$ cat src/rtl/uart_regbank_pkg.sv
package uart_regbank_pkg;

    typedef enum logic [1:0] {
        VIEW_NORMAL   = 2'd0,
        VIEW_DIVISOR  = 2'd1,
        VIEW_EXTENDED = 2'd2
    } view_e;

    typedef struct packed {
        logic       parity_en;
        logic       stop_two;
        logic [1:0] wlen;
    } frame_t;

    localparam logic [7:0] LCR_EXT_KEY = 8'hBF;

endpackage

$ cat src/rtl/uart_view_fsm.sv
module uart_view_fsm
    import uart_regbank_pkg::*;
#(
    parameter int DATA_W = 8,
    parameter int BANK_BIT = 7
) (
    input  logic              clk,
    input  logic              rst_n,
    input  logic              lcr_wr,
    input  logic [DATA_W-1:0] wdata,
    output view_e             view,
    output logic              sel_div,
    output logic              sel_ext
);

    view_e state_q, state_d;

    // State register
    always_ff @(posedge clk or negedge rst_n) begin
        if (!rst_n) state_q <= VIEW_NORMAL;
        else        state_q <= state_d;
    end

    // Transitions: GO_EXTENDED, GO_DIVISOR, GO_NORMAL, STAY
    always_comb begin
        state_d = state_q;
        if (lcr_wr) begin
            if (wdata == DATA_W'(LCR_EXT_KEY)) state_d = VIEW_EXTENDED;
            else if (wdata[BANK_BIT])          state_d = VIEW_DIVISOR;
            else                               state_d = VIEW_NORMAL;
        end
    end

    // Outputs
    always_comb begin
        view    = state_q;
        sel_div = 1'b0;
        sel_ext = 1'b0;
        unique case (state_q)
            VIEW_NORMAL:   begin sel_div = 1'b0; sel_ext = 1'b0; end
            VIEW_DIVISOR:  begin sel_div = 1'b1; sel_ext = 1'b0; end
            VIEW_EXTENDED: begin sel_div = 1'b1; sel_ext = 1'b1; end
            default:       begin sel_div = 1'b0; sel_ext = 1'b0; end
        endcase
    end

endmodule

$ cat src/rtl/uart_fifo_ctl.sv
module uart_fifo_ctl #(
    parameter int DATA_W    = 8,
    parameter int EN_BIT    = 0,
    parameter int RXCLR_BIT = 1,
    parameter int TXCLR_BIT = 2
) (
    input  logic              clk,
    input  logic              rst_n,
    input  logic              fcr_wr,
    input  logic [DATA_W-1:0] wdata,
    output logic              fifo_en,
    output logic              rx_clr,
    output logic              tx_clr
);

    logic en_q, rx_q, tx_q;

    always_ff @(posedge clk or negedge rst_n) begin
        if (!rst_n) begin
            en_q <= 1'b0;
            rx_q <= 1'b0;
            tx_q <= 1'b0;
        end else begin
            rx_q <= fcr_wr & wdata[RXCLR_BIT];
            tx_q <= fcr_wr & wdata[TXCLR_BIT];
            if (fcr_wr) en_q <= wdata[EN_BIT];
        end
    end

    assign fifo_en = en_q;
    assign rx_clr  = rx_q;
    assign tx_clr  = tx_q;

endmodule

$ cat src/rtl/uart_fmt_decode.sv
module uart_fmt_decode
    import uart_regbank_pkg::*;
#(
    parameter int DATA_W   = 8,
    parameter int MIN_BITS = 5
) (
    input  logic              clk,
    input  logic              rst_n,
    input  logic              lcr_wr,
    input  logic [DATA_W-1:0] wdata,
    output logic [3:0]        data_bits,
    output logic              stop_two,
    output logic              parity_en
);

    frame_t fmt_q;
    logic   take;

    assign take = lcr_wr && (wdata != DATA_W'(LCR_EXT_KEY));

    always_ff @(posedge clk or negedge rst_n) begin
        if (!rst_n)    fmt_q <= '0;
        else if (take) fmt_q <= frame_t'(wdata[3:0]);
    end

    assign data_bits = 4'(MIN_BITS) + {2'b00, fmt_q.wlen};
    assign stop_two  = fmt_q.stop_two;
    assign parity_en = fmt_q.parity_en;

endmodule

$ cat src/rtl/uart_regbank.sv
module uart_regbank
    import uart_regbank_pkg::*;
#(
    parameter int          ADDR_W      = 4,
    parameter int          DATA_W      = 8,
    parameter int          MODE_W      = 3,
    parameter int          ENH_BIT     = 4,
    parameter logic [2:0]  MODE_HOLD   = 3'd7,
    parameter logic [2:0]  MODE_UART   = 3'd0
) (
    input  logic                clk,
    input  logic                rst_n,
    input  logic [ADDR_W-1:0]   addr,
    input  logic                wr_en,
    input  logic [DATA_W-1:0]   wdata,
    output logic [DATA_W-1:0]   rdata,
    input  logic [DATA_W-1:0]   iir_in,
    output logic [2*DATA_W-1:0] divisor,
    output logic [3:0]          data_bits,
    output logic                stop_two,
    output logic                parity_en,
    output logic                fifo_en,
    output logic                rx_fifo_clr,
    output logic                tx_fifo_clr,
    output logic                enh_en,
    output logic [MODE_W-1:0]   op_mode,
    output logic                uart_enable
);

    localparam logic [ADDR_W-1:0] OFF_DLO  = ADDR_W'(0);
    localparam logic [ADDR_W-1:0] OFF_DHI  = ADDR_W'(1);
    localparam logic [ADDR_W-1:0] OFF_FIFO = ADDR_W'(2);
    localparam logic [ADDR_W-1:0] OFF_LCR  = ADDR_W'(3);
    localparam logic [ADDR_W-1:0] OFF_MODE = ADDR_W'(8);

    logic [DATA_W-1:0] lcr_q, dlo_q, dhi_q, efr_q;
    logic [MODE_W-1:0] mode_q;
    view_e             view;
    logic              sel_div, sel_ext;

    logic wr_lcr, wr_dlo, wr_dhi, wr_efr, wr_fcr, wr_mode;

    assign wr_lcr  = wr_en && (addr == OFF_LCR);
    assign wr_dlo  = wr_en && (addr == OFF_DLO)  && sel_div;
    assign wr_dhi  = wr_en && (addr == OFF_DHI)  && sel_div;
    assign wr_efr  = wr_en && (addr == OFF_FIFO) && sel_ext;
    assign wr_fcr  = wr_en && (addr == OFF_FIFO) && !sel_ext;
    assign wr_mode = wr_en && (addr == OFF_MODE);

    uart_view_fsm #(.DATA_W(DATA_W)) u_view (
        .clk     (clk),
        .rst_n   (rst_n),
        .lcr_wr  (wr_lcr),
        .wdata   (wdata),
        .view    (view),
        .sel_div (sel_div),
        .sel_ext (sel_ext)
    );

    uart_fifo_ctl #(.DATA_W(DATA_W)) u_fifo (
        .clk     (clk),
        .rst_n   (rst_n),
        .fcr_wr  (wr_fcr),
        .wdata   (wdata),
        .fifo_en (fifo_en),
        .rx_clr  (rx_fifo_clr),
        .tx_clr  (tx_fifo_clr)
    );

    uart_fmt_decode #(.DATA_W(DATA_W)) u_fmt (
        .clk       (clk),
        .rst_n     (rst_n),
        .lcr_wr    (wr_lcr),
        .wdata     (wdata),
        .data_bits (data_bits),
        .stop_two  (stop_two),
        .parity_en (parity_en)
    );

    always_ff @(posedge clk or negedge rst_n) begin
        if (!rst_n) begin
            lcr_q  <= '0;
            dlo_q  <= '0;
            dhi_q  <= '0;
            efr_q  <= '0;
            mode_q <= MODE_W'(MODE_HOLD);
        end else begin
            if (wr_lcr)  lcr_q  <= wdata;
            if (wr_dlo)  dlo_q  <= wdata;
            if (wr_dhi)  dhi_q  <= wdata;
            if (wr_efr)  efr_q  <= wdata;
            if (wr_mode) mode_q <= wdata[MODE_W-1:0];
        end
    end

    // Read-back path, selected by the view state
    always_comb begin
        rdata = '0;
        unique case (view)
            VIEW_NORMAL: begin
                if (addr == OFF_FIFO) rdata = iir_in;
            end
            VIEW_DIVISOR: begin
                if (addr == OFF_DLO)       rdata = dlo_q;
                else if (addr == OFF_DHI)  rdata = dhi_q;
                else if (addr == OFF_FIFO) rdata = iir_in;
            end
            VIEW_EXTENDED: begin
                if (addr == OFF_DLO)       rdata = dlo_q;
                else if (addr == OFF_DHI)  rdata = dhi_q;
                else if (addr == OFF_FIFO) rdata = efr_q;
            end
            default: rdata = '0;
        endcase
        if (addr == OFF_LCR)  rdata = lcr_q;
        if (addr == OFF_MODE) rdata = DATA_W'(mode_q);
    end

    assign divisor     = {dhi_q, dlo_q};
    assign enh_en      = efr_q[ENH_BIT];
    assign op_mode     = mode_q;
    assign uart_enable = (mode_q == MODE_W'(MODE_UART));

endmodule

$ cat config.mk
export PLATFORM = sky130hd
export DESIGN_NAME = uart_regbank
export DESIGN_NICKNAME = d
export VERILOG_FILES = /design/src/rtl/uart_regbank_pkg.sv /design/src/rtl/uart_view_fsm.sv /design/src/rtl/uart_fifo_ctl.sv /design/src/rtl/uart_fmt_decode.sv /design/src/rtl/uart_regbank.sv
export SDC_FILE = /design/constraint.sdc
export NUM_CORES = 1
export LEC_CHECK = 0
export BUFFER_PORTS_ARGS = -buffer_cell sky130_fd_sc_hd__buf_2
export CAP_MARGIN = 20
export CORE_UTILIZATION = 50
export CTS_CLUSTER_SIZE = 40
export DETAILED_ROUTE_END_ITERATION = 16
export GPL_ROUTABILITY_DRIVEN = 0
export GPL_TIMING_DRIVEN = 1
export PLACE_DENSITY = 0.81
export REMOVE_ABC_BUFFERS = 1
export SYNTH_ARGS = -nofsm -noshare
export SYNTH_HDL_FRONTEND = slang
export SYNTH_HIERARCHICAL = 1
export SYNTH_SLANG_ARGS = --single-unit
$ cat constraint.sdc
create_clock -name clk -period 3.7 [get_ports clk]
set_clock_uncertainty 0.15 [all_clocks]
set_input_delay 0.185 -clock clk [delete_from_list [all_inputs] [get_ports clk]]
set_output_delay 0.185 -clock clk [all_outputs]
set_load 0.01 [all_outputs]
==> impl_metrics.json, run 1 <==
{
  "outcome": "completed",
  "worst-path-stages": 5,
  "hold_class": "input port to register",
  "cp.required_ns": 3.37,
  "cap_violations": 0,
  "wl_per_cell_um": 16.7,
  "max_freq_mhz": 383,
  "finalSetupViolCount": 0,
  "io_buffer_count": 60,
  "synth.distinct_cells": 37,
  "core_area_mm2": 0.00435,
  "crit_path_start_kind": "register",
  "first_iter_violations": 101,
  "cts_resized": 0,
  "vias_per_cell": 5.76,
  "clkTransAtPathRegs_ns": 0.08,
  "fin_crit_sh_pct": 70.5,
  "rows": 24,
  "synth.cell_area_mm2": 0.00226,
  "post_cts_buffers": 0,
  "worst_path_max_delay_cell": "dfrtp_1",
  "grt_max_degree": 45,
  "power_density_mw_per_mm2": 475,
  "cts_tree": "done",
  "p_leak_nw": 1.35,
  "start_util_pct": 51.8,
  "cp.arrival_ns": 2.27,
  "cp_cell_sequence": "nor2b_1, o21ai_1, a2bb2oi_1, a31oi_1, buf_2",
  "drt_pass1_iterations": 5,
  "dp_slack_ns": 1.47,
  "die_w_um": 69.2,
  "critical_path_buf_inv_count": 1,
  "grt_pass1_vias": 1709,
  "crit_path_end_kind": "output port",
  "grt_pass1_wl_mm": 8.21,
  "cpPeakStageDelay_ns": 0.55,
  "cts_root_buffer": "clkbuf_8",
  "crit_type": "register to output port",
  "synth_cells": 190,
  "seq_area_frac_synth_pct": 49.0,
  "cp_top_family": "compound AO/OA/AOI/OAI gates",
  "crit_fanout": 12,
  "setup_ws_ns": 1.09,
  "hold_viol": 0,
  "clk_path_buf_depth": 2,
  "clock_latency_ns": 0.29,
  "htree_levels": 2,
  "dp_hpwl_mm": 3.55,
  "clock_sinks": 44,
  "reg2reg_depth": 6,
  "relSlewSlack_pct": 35.9,
  "diodes": 0,
  "synth-seq-cells": 44,
  "post_route_cells_drive_above_1_share_pct": 44.8,
  "vias": 1750,
  "yosys_warnings": 6,
  "utilization_pct": 61.5,
  "cts_buffers": 5,
  "die_y_um": 69.2,
  "overflow": 0,
  "hold_depth": 2,
  "ant_nets": 0,
  "ctsHoldBuffers": 1,
  "peakVddDrop_mv": 0.302,
  "rsz0062_at_grt": "no",
  "fin_crit_ns": 2.61,
  "wl_mm": 5.08,
  "maxSlewViolCount": 0,
  "die-area_mm2": 0.00478,
  "postSynthAreaPerCell_um2": 11.9,
  "area_growth_pct": 18.7,
  "setup_tns_ns": 0,
  "grt_antenna_before_repair": 0,
  "post-route-drc-count": 0,
  "tightestPinTransition_ns": 0.962,
  "track_usage_pct": 22.1,
  "fin_nets": 276,
  "boundaryPins": 61
}
[where the power goes]
group	switching, mW	total [mW]	internal [mW]	leakage, nW
clock	0.153	0.286	0.133	0.0422
sequential	0.0697	0.650	0.581	0.558
combinational	0.166	0.336	0.171	0.749
total	0.389	1.27	0.884	1.35
[Yosys cell counts]
master     count  area [um^2]
mux2_4         1         15.0
dfstp_2        3         78.8
nor2_4         1         11.3
nand2_1        9         33.8
o22ai_1        1         6.26
o21ai_0        5         25.0
a2bb2oi_1      3         26.3
clkbuf_2       1         5.00
mux2i_1       12          120
buf_2          3         15.0
or3_1          1         6.26
nor4bb_1       1         10.0
or4b_1         1         10.0
and3_1         4         25.0
nor3_4         1         16.3
nand4b_1       1         8.76
clkbuf_1       3         11.3
nand4_1        1         6.26
nand2b_1       7         43.8
nor3_1         2         10.0
and2_2         2         15.0
nor2_1         6         22.5
o211ai_1       5         37.5
ha_1           2         25.0
dfrtp_1       41         1030
buf_6          1         11.3
nor2b_1        5         31.3
mux2_2        36          405
inv_1          7         26.3
o21ai_1        1         5.00
nand3_1        2         10.0
a21oi_1       10         50.1
and4b_1        4         40.0
nor4b_4        1         23.8
and3_2         1         7.51
a31oi_1        4         25.0
a221o_1        1         10.0
[sequential cells by signal, summed over array words and instances (netlist names)]
name	cells
dhi_q	8
dlo_q	8
efr_q	8
lcr_q	8
op_mode	3
u_fmt/fmt_q	2
u_view/view	2
u_fifo/fifo_en	1
u_fifo/rx_clr	1
u_fifo/tx_clr	1
u_fmt/parity_en	1
u_fmt/stop_two	1
[kinds of logic (layout without fill, tap and decap cells)]
| logic type | Yosys count | after routing | synth area share [%] |
|---|---|---|---|
| AOI/OAI and AO/OA | 30 | 30 | 8.21 |
| adders and majority gates | 2 | 2 | 1.11 |
| buffers and inverters | 15 | 77 | 3.05 |
| DFF | 44 | 44 | 49.0 |
| muxes | 49 | 49 | 24.0 |
| and+or+nand+nor | 50 | 50 | 14.7 |
[layout by cell type (no fill, tap or decap), types with 3 or more instances in the layout]
master / Yosys / layout
dfrtp_1: 41 / 41
buf_2: 3 / 60
mux2i_1: 12 / 12
and3_1: 4 / 4
nor2_1: 6 / 6
o211ai_1: 5 / 5
a31oi_1: 4 / 4
nand2b_1: 7 / 7
o21ai_0: 5 / 5
nand2_1: 9 / 9
dfstp_2: 3 / 3
inv_1: 7 / 7
and4b_1: 4 / 4
nor2b_1: 5 / 5
a21oi_1: 10 / 10
clkbuf_8: 0 / 5
a2bb2oi_1: 3 / 3
mux2_2: 36 / 36
[stage by stage]
step           total power, mW  hold slack (ns)  area [um^2]  cells
4_1_cts                   1.28           0.0414         2680    304
6_report                  1.27           0.0570         2680    304
3_5_place_dp             0.996            0.232         2590    295
3_3_place_gp             0.986            0.229         2590    295
2_1_floorplan            0.839           -0.261         2210    182
5_1_grt                   1.34           0.0579         2680    304
[layout make-up]
class	count	area (um^2)
Inverter	7	26.3
Clock inverter	1	5.00
Multi-Input combinational cell	131	1080
Timing Repair Buffer	62	318
Clock buffer	7	76.3
Tap cell	52	65.1
Fill cell	364	1680
Sequential cell	44	1100
[final timing paths]
| path | startpoint | to | slack (ns) |
|---|---|---|---|
| min in group asynchronous | rst_n | dlo_q[5] | 0.45 |
| max in group asynchronous | rst_n | efr_q[0] | 2.36 |
| hold reg to reg | efr_q[7] | efr_q[7] | 0.35 |
| hold / removal | wdata[6] | dhi_q[6] | 0.06 |
| setup reg to reg | u_view/view[0] | dlo_q[6] | 1.62 |
| setup / recovery | u_view/view[1] | rdata[0] | 1.09 |
[worst register-to-register path, cell delays in order (launching register included)]
cell	delay (ns)
dfrtp_1	0.46
inv_1	0.11
ha_1	0.29
inv_1	0.07
nand2_1	0.09
nor3_4	0.41
mux2_2	0.39
[routing by layer]
metal	vias up	share of wire, %	GRT usage, %
met4	0	1.7	8.84
met1	867	45	28.0
met5	-	0	0
li1	816	-	-
met2	56	49	36.7
met3	11	4.3	4.80
Note: power is estimated with default switching activity, not from simulation.
==> inputs of run 2 (changes only) <==
--- a/config.mk
+++ b/config.mk
@@ -7,12 +7,12 @@
 export LEC_CHECK = 0
 export BUFFER_PORTS_ARGS = -buffer_cell sky130_fd_sc_hd__buf_2
 export CAP_MARGIN = 20
-export CORE_UTILIZATION = 50
+export CORE_UTILIZATION = 47
 export CTS_CLUSTER_SIZE = 40
 export DETAILED_ROUTE_END_ITERATION = 16
 export GPL_ROUTABILITY_DRIVEN = 0
 export GPL_TIMING_DRIVEN = 1
-export PLACE_DENSITY = 0.81
+export PLACE_DENSITY = 0.8
 export REMOVE_ABC_BUFFERS = 1
 export SYNTH_ARGS = -nofsm -noshare
 export SYNTH_HDL_FRONTEND = slang
==> constraint.sdc (replaced) <==
create_clock -name clk -period 2.4 [get_ports clk]
set_clock_uncertainty 0.15 [all_clocks]
set_input_delay 0.12 -clock clk [delete_from_list [all_inputs] [get_ports clk]]
set_output_delay 0.12 -clock clk [all_outputs]
set_load 0.01 [all_outputs]
==> impl_metrics.json, run 2 (same netlist as run 1, synthesis figures left out) <==
{
  "die_w_um": 71.3,
  "power_density_mw_per_mm2": 808,
  "vias_per_cell": 5.66,
  "failed_checks": "design-rule violations",
  "crit_fanout": 12,
  "finalSetupViolCount": 0,
  "post-route-drc-count": 7,
  "clock_latency_ns": 0.30,
  "crit_type": "register to output port",
  "fin_nets": 286,
  "layout_common_cells": "buf_2, dfrtp_1, mux2_2, mux2i_1, a21oi_1",
  "htree_levels": 2,
  "cap_violations": 0,
  "peakVddDrop_mv": 0.519,
  "area_growth_pct": 26.0,
  "wl_met3_um": 226,
  "cts_tree": "done",
  "hold_class": "input port to register",
  "min_from": "wdata[3]",
  "die-area_mm2": 0.00508,
  "io_buffer_count": 60,
  "vias": 1777,
  "cp-startpoint": "u_view/view[1]",
  "core_area_mm2": 0.00447,
  "wl_met2_mm": 2.53,
  "cp.required_ns": 2.13,
  "setup_tns_ns": 0,
  "ant_nets": 0,
  "clock_sinks": 44,
  "crit_path_start_kind": "register",
  "grt_pass1_wl_mm": 8.59,
  "first_iter_violations": 89,
  "wl_mm": 5.22,
  "reg2reg_to": "dlo_q[5]",
  "cts_buffers": 5,
  "hold_viol": 0,
  "whs_endpoint": "dlo_q[3]",
  "rows": 24,
  "tightestPinTransition_ns": 0.945,
  "drt_pass1_iterations": 11,
  "grt_max_degree": 45,
  "seqCellArea_mm2": 0.00110,
  "place_inst": 301,
  "die_y_um": 71.3,
  "p_leak_nw": 1.43,
  "post_route_cells_drive_above_1_share_pct": 46.6,
  "boundaryPins": 61,
  "routed.top_layer": "met4",
  "wl_met1_mm": 2.41,
  "r2r-start": "u_view/view[1]",
  "outcome": "finished, violations left",
  "grt_pass1_vias": 1702,
  "overflow": 0,
  "post_cts_buffers": 0,
  "relSlewSlack_pct": 37.0,
  "cts_root_buffer": "clkbuf_8",
  "start_util_pct": 50.4,
  "maxSlewViolCount": 0,
  "rrSetupSlack_ns": 0.34,
  "fin_crit_sh_pct": 93.1,
  "multi_input_area_mm2": 0.00108,
  "clkTransAtPathRegs_ns": 0.08,
  "clk_path_buf_depth": 2,
  "rsz0062_at_grt": "no",
  "final_common_cell": "buf_2",
  "fin_crit_ns": 2.23,
  "grt_antenna_before_repair": 0,
  "track_usage_pct": 22.5,
  "hold_depth": 2,
  "crit_path_end_kind": "output port",
  "fill_cells": 358,
  "stdcell_count": 314,
  "max_freq_mhz": 448,
  "cp.arrival_ns": 1.96,
  "wl_per_cell_um": 16.6,
  "dp_hpwl_mm": 3.74,
  "diodes": 0,
  "reg2reg_depth": 5
}
run 2: cell types whose count changed in the layout (fill, tap and decap cells not counted):
cell / before / now
buf_4: 1 / 7
bufinv_16: 0 / 3
clkbuf_1: 2 / 0
clkinv_2: 1 / 0
dlygate4sd3_1: 1 / 5
nor2b_1: 5 / 4
nor2b_2: 0 / 1
run 2: how the worst max path moves through the flow:
stage,cells past startpoint,to,slack [ns]
floorplan,4,u_view/view[1],0.20
CTS,6,rdata[1],0.08
global route,6,rdata[0],0.06
global placement,5,dlo_q[7],0.38
finish,6,rdata[0],0.17
detailed placement,5,dlo_q[5],0.36
run 2: area by class of cell:
type	instances	area share (%)
Sequential cell	44	38.9
Multi-Input combinational cell	131	38.2
Timing Repair Buffer	72	14.2
Clock inverter	3	3.17
Clock buffer	5	2.42
Tap cell	52	2.29
Inverter	7	0.924
run 2: per-stage QoR:
step	utilization (%)	area, um^2	total power [mW]	hold WS (ns)	setup WS (ns)
2_1_floorplan	-	2210	1.29	-0.326	0.196
3_3_place_gp	58.8	2630	1.52	0.175	0.379
3_5_place_dp	58.8	2630	1.54	0.170	0.358
4_1_cts	63.5	2840	2.32	0.0477	0.0818
5_1_grt	63.5	2840	2.41	0.0502	0.0554
6_report	63.5	2840	2.30	0.0428	0.166
run 2: repair_timing:
item | CTS | global route
gates resized for setup | 0 | 1
hold buffers | 5 | 0
hold endpoints to repair | 52 | 0
setup endpoints to repair | 0 | 2
run 2: power breakdown:
part | total [mW] | switching, mW | internal [mW]
sequential | 1.00 | 0.108 | 0.895
clock | 0.771 | 0.250 | 0.520
combinational | 0.524 | 0.253 | 0.271
total | 2.30 | 0.611 | 1.69
run 2: critical path: stages (launching register included):
cell,delay (ns)
dfrtp_1,0.56
nor2b_2,0.32
o21ai_1,0.13
buf_4,0.20
a2bb2oi_1,0.15
a31oi_1,0.16
buf_2,0.15
run 2: per-layer routing:
metal	track usage [%]	vias to the layer above
li1	-	837
met1	31.2	875
met2	35.9	58
met3	4.64	7
met4	6.89	0
met5	0	-
